## src/rtl/oqs_pkg.sv

```systemverilog
package oqs_pkg;
   // channel slot that the next accepted bit is dealt to
   typedef enum logic {
      SLOT_I = 1'b0,
      SLOT_Q = 1'b1
   } oqs_slot_e;

   localparam int unsigned OQS_NCH = 2;   // in-phase, quadrature
   localparam int unsigned OQS_CH_I = 0;
   localparam int unsigned OQS_CH_Q = 1;
endpackage

```

## src/rtl/oqs_slot_seq.sv

```systemverilog
module oqs_slot_seq
   import oqs_pkg::*;
(
   input  logic                 clk,
   input  logic                 rst_n,
   input  logic                 bit_vld,
   input  logic                 bit_in,
   input  logic                 stagger_en,
   output logic [OQS_NCH-1:0]   ld,
   output logic [OQS_NCH-1:0]   ld_val,
   output logic                 upd
);
   oqs_slot_e slot_q;
   logic      pend_q;    // in-phase bit held back in aligned mode
   logic      upd_q;

   always_comb begin
      ld     = '0;
      ld_val = '0;
      if (bit_vld) begin
         if (slot_q == SLOT_I) begin
            if (stagger_en) begin
               ld[OQS_CH_I]     = 1'b1;
               ld_val[OQS_CH_I] = bit_in;
            end
         end else begin
            ld[OQS_CH_Q]     = 1'b1;
            ld_val[OQS_CH_Q] = bit_in;
            if (!stagger_en) begin
               ld[OQS_CH_I]     = 1'b1;
               ld_val[OQS_CH_I] = pend_q;
            end
         end
      end
   end

   always_ff @(posedge clk) begin
      if (!rst_n) begin
         slot_q <= SLOT_I;
         pend_q <= 1'b0;
         upd_q  <= 1'b0;
      end else begin
         upd_q <= |ld;
         if (bit_vld) begin
            slot_q <= (slot_q == SLOT_I) ? SLOT_Q : SLOT_I;
            if (slot_q == SLOT_I) pend_q <= bit_in;
         end
      end
   end

   assign upd = upd_q;
endmodule

```

## src/rtl/oqs_chan_hold.sv

```systemverilog
module oqs_chan_hold #(
   parameter int unsigned LVL_W = 2
) (
   input  logic                     clk,
   input  logic                     rst_n,
   input  logic                     ld,
   input  logic                     ld_val,
   output logic signed [LVL_W-1:0]  lvl
);
   localparam logic signed [LVL_W-1:0] LVL_POS = LVL_W'(1);
   localparam logic signed [LVL_W-1:0] LVL_NEG = {LVL_W{1'b1}};

   logic bit_q;

   always_ff @(posedge clk) begin
      if (!rst_n)  bit_q <= 1'b0;
      else if (ld) bit_q <= ld_val;
   end

   assign lvl = bit_q ? LVL_POS : LVL_NEG;
endmodule

```

## src/rtl/oqpsk_bit_splitter.sv

```systemverilog
module oqpsk_bit_splitter
   import oqs_pkg::*;
#(
   parameter int unsigned LVL_W = 2
) (
   input  logic                     clk,
   input  logic                     rst_n,
   input  logic                     bit_vld,
   input  logic                     bit_in,
   input  logic                     stagger_en,
   output logic signed [LVL_W-1:0]  i_lvl,
   output logic signed [LVL_W-1:0]  q_lvl,
   output logic                     upd
);
   // a signed +1/-1 level needs at least two bits
   generate
      if (LVL_W < 2) begin : g_bad_width
         $error("oqpsk_bit_splitter: LVL_W must be at least 2");
      end
   endgenerate

   logic [OQS_NCH-1:0]              ld;
   logic [OQS_NCH-1:0]              ld_val;
   logic signed [LVL_W-1:0]         lvl_arr [OQS_NCH];

   oqs_slot_seq u_seq (
      .clk        (clk),
      .rst_n      (rst_n),
      .bit_vld    (bit_vld),
      .bit_in     (bit_in),
      .stagger_en (stagger_en),
      .ld         (ld),
      .ld_val     (ld_val),
      .upd        (upd)
   );

   generate
      for (genvar c = 0; c < OQS_NCH; c++) begin : g_chan
         oqs_chan_hold #(.LVL_W(LVL_W)) u_hold (
            .clk    (clk),
            .rst_n  (rst_n),
            .ld     (ld[c]),
            .ld_val (ld_val[c]),
            .lvl    (lvl_arr[c])
         );
      end
   endgenerate

   assign i_lvl = lvl_arr[OQS_CH_I];
   assign q_lvl = lvl_arr[OQS_CH_Q];
endmodule

```

## config.mk

```make
export PLATFORM = sky130hd
export DESIGN_NAME = oqpsk_bit_splitter
export DESIGN_NICKNAME = d
export VERILOG_FILES = /design/src/rtl/oqs_pkg.sv /design/src/rtl/oqs_slot_seq.sv /design/src/rtl/oqs_chan_hold.sv /design/src/rtl/oqpsk_bit_splitter.sv
export SDC_FILE = /design/constraint.sdc
export NUM_CORES = 1
export LEC_CHECK = 0
export BUFFER_PORTS_ARGS = -buffer_cell sky130_fd_sc_hd__buf_2
export CORE_AREA = 8 8 45 47
export DETAILED_ROUTE_END_ITERATION = 8
export DIE_AREA = 0 0 53 55
export GPL_ROUTABILITY_DRIVEN = 0
export PLACE_DENSITY = 0.49
export SYNTH_ARGS = -nofsm -noshare
export SYNTH_HDL_FRONTEND = slang
export SYNTH_SLANG_ARGS = --single-unit
```

## constraint.sdc

```tcl
create_clock -name clk -period 1.04 [get_ports clk]
set_input_delay 0.104 -clock clk [delete_from_list [all_inputs] [get_ports clk]]
set_output_delay 0.104 -clock clk [all_outputs]
set_load 0.01 [all_outputs]
```

# ---- Yosys cells after proc, flatten, opt, wreduce, memory -nomap -nowiden
# Index checks and enable logic that the tools add are counted.
dict set report totals {
  elab_cells 21
  n_memories 0
  ff_bits 5
  mem_bits_rw 0
  rom_bits 0
  out_inout_bits 5
  latchBits 0
}
dict set report op_classes {
  mux 13
  n_addsub 0
  eq_ne 0
  shift 0
  div 0
  bitwise_logic 1
  mul 0
  reduce_logical 2
  order_cmp 0
}
# op n
set op_table {}
lappend op_table {{$mux 1} 9}
lappend op_table {{$mux 2} 4}
lappend op_table {{$reduce_and 2->1} 1}
lappend op_table {{$reduce_or 2->1} 1}
lappend op_table {{$not 1->1} 1}

# ---- Depth between registers and ports, before layout
dict set report depth {
  depth_word 4
  depth_mapped 3
  ltp_nobuf 3
}

# ---- Hierarchy
# Synthesis repeated with hierarchy kept, for this count alone.
dict set report hier_totals {
  hier_cells 30
  area_unflattened_um2 265.3
}
# module n_inst seq_area_each_um2 cells_each area_each_um2
set modules_own_cells {}
lappend modules_own_cells {oqs_slot_seq 1 60.1 18 162.7}
lappend modules_own_cells {oqs_chan_hold 2 20.0 6 51.3}

# ---- Worst setup path after synthesis
# OpenSTA, ideal clock, no wires.
dict set report synth_path {
  kind {reg2reg}
  from {register u_seq.slot_q}
  to {register u_seq.pend_q}
  period_less_slack_ns 0.834
  required_time_ns 0.926
  arrival_time_ns 0.719
  slack_ns 0.206
  stages_incl_launch_ff 4
  setup_time_ns 0.114
  path_cell_list {dfxtp_1 nor2b_1 mux2i_1 nor2_1}
}
dict set report synth_between {
  elab_chain_cells 2
}
# element line
set synth_rtl {}
lappend synth_rtl {{from (decl)} oqs_slot_seq.sv:13} ;# oqs_slot_e slot_q;
lappend synth_rtl {{from (signal assigned)} oqs_slot_seq.sv:45} ;# slot_q <= (slot_q == SLOT_I) ? SLOT_Q : SLOT_I;
lappend synth_rtl {{$not 1->1 (no source line)} --}
lappend synth_rtl {{$reduce_and 2->1 (no source line)} --}
lappend synth_rtl {{to (signal assigned)} oqs_slot_seq.sv:46} ;# if (slot_q == SLOT_I) pend_q <= bit_in;
lappend synth_rtl {{to (decl)} oqs_slot_seq.sv:14} ;# logic pend_q;
# Every way passes these cells.
# A chain may end at the register's enable or synchronous reset.

# ---- Worst setup path in the final report
dict set report layout_path {
  from {register u_seq.slot_q}
  to {register g_chan[0].u_hold.bit_q}
}
dict set report layout_between {
  elab_chain_cells 2
  elab_cells_between_ends 4
  cone_classes {mux: 4}
}
# element line
set layout_rtl {}
lappend layout_rtl {{$mux 1} oqs_slot_seq.sv:21} ;# if (slot_q == SLOT_I) begin
lappend layout_rtl {{$mux 2} oqs_slot_seq.sv:20} ;# if (bit_vld) begin
lappend layout_rtl {{to (signal assigned)} oqs_chan_hold.sv:17} ;# else if (ld) bit_q <= ld_val;
lappend layout_rtl {{to (decl)} oqs_chan_hold.sv:13} ;# logic bit_q;
# Parallel ways exist; a longest one is shown, timed or not.

==> flow_summary.html <==
<table>
<tr><th>Metric</th><th>Value</th></tr>
<tr><th colspan="2">Critical path</th></tr>
<tr><td>Crit path launch</td><td>u_seq.slot_q</td></tr>
<tr><td>Required time worst endpoint</td><td>1.17 ns</td></tr>
<tr><td>Bufs and invs on worst path</td><td>0</td></tr>
<tr><td>Reg-to-reg critical path startpoint</td><td>u_seq.slot_q</td></tr>
<tr><td>Family with the most delay on the worst path</td><td>compound AO/OA/AOI/OAI gates</td></tr>
<tr><td>Largest driver fanout on the critical path</td><td>5</td></tr>
<tr><td>Data arrival, critical path</td><td>1.05 ns</td></tr>
<tr><td>Delay of the slowest critical-path stage</td><td>0.34 ns</td></tr>
<tr><td>Critical Path, Cell by Cell</td><td>o21ai_0 &gt; nand2_1 &gt; o2111a_1</td></tr>
<tr><td>Critical Path Sink Type</td><td>flop</td></tr>
<tr><td>Worst Setup Start Kind</td><td>flop</td></tr>
<tr><td>Worst path slowest cell</td><td>dfxtp_1</td></tr>
<tr><td>Path type of the worst setup path</td><td>flop to flop</td></tr>
<tr><th colspan="2">Layout</th></tr>
<tr><td>Post-layout utilization of the core</td><td>21.9%</td></tr>
<tr><td>Number of inserted diodes</td><td>0</td></tr>
<tr><td>Nets</td><td>43</td></tr>
<tr><td>Most common library cell in the layout ignoring fill and taps</td><td>buf_2</td></tr>
<tr><td>Synthesis-to-layout area growth</td><td>30.1%</td></tr>
<tr><td>Fraction of final layout cells with drive strength greater than 1</td><td>29.7%</td></tr>
<tr><td>Most used cells in the layout excluding fill and tap cells</td><td>buf_2, dfxtp_1, inv_1, nor2_1, clkbuf_4</td></tr>
<tr><th colspan="2">Clock network</th></tr>
<tr><td>Clock latency reported for the late side of the worst-skew pair</td><td>0.24 ns</td></tr>
<tr><td>Hold_buf cts</td><td>0</td></tr>
<tr><td>Num Clock Sinks</td><td>5</td></tr>
<tr><td>CTS tree</td><td>built</td></tr>
<tr><td>Cell at the root of the clock tree</td><td>clkbuf_4</td></tr>
<tr><td># Post-CTS Setup Buffers</td><td>0</td></tr>
<tr><td>Number of gates given a new drive strength after cts</td><td>0</td></tr>
<tr><td>Clock transition at the register clock pins on the worst setup and hold paths after CTS</td><td>0.04 ns</td></tr>
<tr><td>H-tree level count</td><td>1</td></tr>
<tr><td>Number of buffers between clock root and the deepest sink</td><td>2</td></tr>
<tr><td>Number of buffers created by CTS</td><td>3</td></tr>
<tr><th colspan="2">Global routing</th></tr>
<tr><td>GRT Resource Usage Total</td><td>3.72%</td></tr>
<tr><td>Via count of the first global-routing pass</td><td>182</td></tr>
<tr><td>Global-route wire length before repair</td><td>669 um</td></tr>
<tr><td>Total overflow reported by the global router</td><td>0</td></tr>
<tr><td>Pin count of the biggest net entering global routing</td><td>6</td></tr>
<tr><td>Antenna violations before repair</td><td>0</td></tr>
<tr><th colspan="2">Timing</th></tr>
<tr><td>Tmin final</td><td>0.914 ns</td></tr>
<tr><td>Final-layout setup total negative slack</td><td>0 ns</td></tr>
<tr><td>Final worst-path cycle share</td><td>87.9%</td></tr>
<tr><td>Setup repair after global routing missed its margin</td><td>false</td></tr>
<tr><td>Pins over their slew limit</td><td>0</td></tr>
<tr><td>Max frequency</td><td>1090 MHz</td></tr>
<tr><td>Final number of hold-violating endpoints</td><td>0</td></tr>
<tr><td>Final setup violation count</td><td>0</td></tr>
<tr><td>Worst clock skew on the final layout</td><td>0.00370 ns</td></tr>
<tr><th colspan="2">Power</th></tr>
<tr><td>Proportion of power drawn by the clock network</td><td>44.0%</td></tr>
<tr><td>Internal Pwr Total</td><td>0.384 mW</td></tr>
<tr><td>Static Leak</td><td>0.141 nW</td></tr>
<tr><td>Switch share</td><td>24.2%</td></tr>
<tr><td>Net switching power</td><td>0.122 mW</td></tr>
<tr><td>Overall Power</td><td>0.506 mW</td></tr>
<tr><td>Proportion of power drawn by combinational gates</td><td>13.5%</td></tr>
<tr><td>Power Density</td><td>1670 nW/um^2</td></tr>
<tr><td>Maximum resistive drop on vdd</td><td>344 uV</td></tr>
<tr><td>Proportion of power drawn by flip-flops and latches</td><td>42.4%</td></tr>
<tr><th colspan="2">Detailed routing</th></tr>
<tr><td>Antenna Nets Post-Route</td><td>0</td></tr>
<tr><td>Initial DRC count</td><td>1</td></tr>
<tr><td>Drt via density</td><td>3.58</td></tr>
<tr><td>Number of optimization iterations in the first detailed-route pass</td><td>2</td></tr>
<tr><td>Total number of vias</td><td>190</td></tr>
<tr><td>Remaining DRCs</td><td>0</td></tr>
<tr><td>Per-cell routed wire length</td><td>8.75 um</td></tr>
<tr><td>Total Routed Length</td><td>464 um</td></tr>
<tr><th colspan="2">Place</th></tr>
<tr><td>Number of buffers added on ports</td><td>7</td></tr>
<tr><td>Detailed placer's ending HPWL</td><td>391 um</td></tr>
<tr><th colspan="2">Synth</th></tr>
<tr><td>Syn_area_per_cell</td><td>8.62 um^2</td></tr>
<tr><td>Sequential element share of the synthesized area</td><td>43.0%</td></tr>
<tr><td>Cell count after synthesis</td><td>27</td></tr>
<tr><td>Number of distinct library cells after synthesis</td><td>14</td></tr>
<tr><td>Cell Area, Synth</td><td>233 um^2</td></tr>
<tr><td>Synthesis warning total</td><td>0</td></tr>
<tr><td>Register bit total from synthesis</td><td>5</td></tr>
<tr><th colspan="2">Floorplan</th></tr>
<tr><td>Area of the core region</td><td>1380 um^2</td></tr>
<tr><td>DIE AREA</td><td>2920 um^2</td></tr>
<tr><td>Initial Utilization</td><td>16.8%</td></tr>
<tr><td>Chip height</td><td>55 um</td></tr>
<tr><td>Core Rows</td><td>14</td></tr>
<tr><td>Overall die width</td><td>53 um</td></tr>
<tr><td>Boundary Pins</td><td>10</td></tr>
<tr><th colspan="2">Run</th></tr>
<tr><td>Number of max-cap violations</td><td>0</td></tr>
<tr><th colspan="2">Min path</th></tr>
<tr><td>Path type of the worst min-delay path</td><td>input pin to flop</td></tr>
<tr><td>Hold path startpoint</td><td>rst_n</td></tr>
<tr><th colspan="2">Run status</th></tr>
<tr><td>Result of the run</td><td>finished clean</td></tr>
</table>
[state kept, by name, indices dropped and copies added, names as in the netlist]
signal	cells
u_seq.slot_q	1
u_seq.pend_q	1
u_seq.upd	1
g_chan.u_hold.bit_q	2
[cells in the mapped netlist]
| library cell | n | area (um^2) |
|---|---|---|
| nand3b_1 | 1 | 7.51 |
| buf_4 | 2 | 15.0 |
| nor3b_2 | 1 | 12.5 |
| dfxtp_1 | 5 | 100 |
| o2111a_1 | 1 | 11.3 |
| xnor2_1 | 1 | 8.76 |
| a21oi_1 | 1 | 5.00 |
| nor2_1 | 4 | 15.0 |
| mux2i_1 | 2 | 20.0 |
| conb_1 | 1 | 3.75 |
| inv_1 | 4 | 15.0 |
| o21ai_0 | 1 | 5.00 |
| nand2_1 | 2 | 7.51 |
| nor2b_1 | 1 | 6.26 |
[power groups by stage]
stage / Combinational (mW) / Clock (mW) / Sequential (mW)
after CTS: 0.0706 / 0.232 / 0.215
after floorplan: 0.0494 / 0 / 0.219
after global routing: 0.0772 / 0.235 / 0.216
final: 0.0685 / 0.223 / 0.215
after global placement: 0.0704 / 0 / 0.218
after detailed placement: 0.0700 / 0 / 0.218
[layer usage]
metal | GRT usage [%] | up-vias | wire (um)
met5 | 0 | - | 0
met4 | 6.47 | 0 | 0
met3 | 2.67 | 0 | 52
met2 | 6.05 | 4 | 264
met1 | 1.83 | 86 | 147
li1 | - | 100 | -
[worst paths after layout]
path	cells after the start	endpoint	slack, ns
max reg2reg	3	g_chan[0].u_hold.bit_q	0.13
min	2	g_chan[0].u_hold.bit_q	0.12
max	3	g_chan[0].u_hold.bit_q	0.13
min reg2reg	2	g_chan[1].u_hold.bit_q	0.49
[area by class of cell]
type / instances / area (um^2)
clock buffers: 4 / 26.3
fillers: 159 / 1080
inverters: 4 / 15.0
multi-input cells: 17 / 106
flip-flops and latches: 5 / 100
well taps: 16 / 20.0
repair buffers: 7 / 35.0
[per-stage QoR]
| step | area, um^2 | hold slack (ns) | setup WS, ns | std cells |
|---|---|---|---|---|
| after global placement | 277 | 0.370 | 0.130 | 49 |
| final | 303 | 0.119 | 0.126 | 53 |
| after CTS | 303 | 0.117 | 0.111 | 53 |
| after detailed placement | 277 | 0.374 | 0.125 | 49 |
| after global routing | 303 | 0.141 | 0.0654 | 53 |
| after floorplan | 236 | 0.241 | 0.206 | 28 |
[cells by family (layout without fill, tap and decap cells)]
family | count (synthesis) | after routing | share of synthesized area, %
simple gates | 9 | 9 | 21.0
buf+inv | 6 | 15 | 12.9
mux | 2 | 2 | 8.60
flops | 5 | 5 | 43.0
xor+xnor | 1 | 1 | 3.76
compound gates | 3 | 3 | 9.14
other cells | 1 | 2 | 1.61
(Power assumes the default switching activity.)
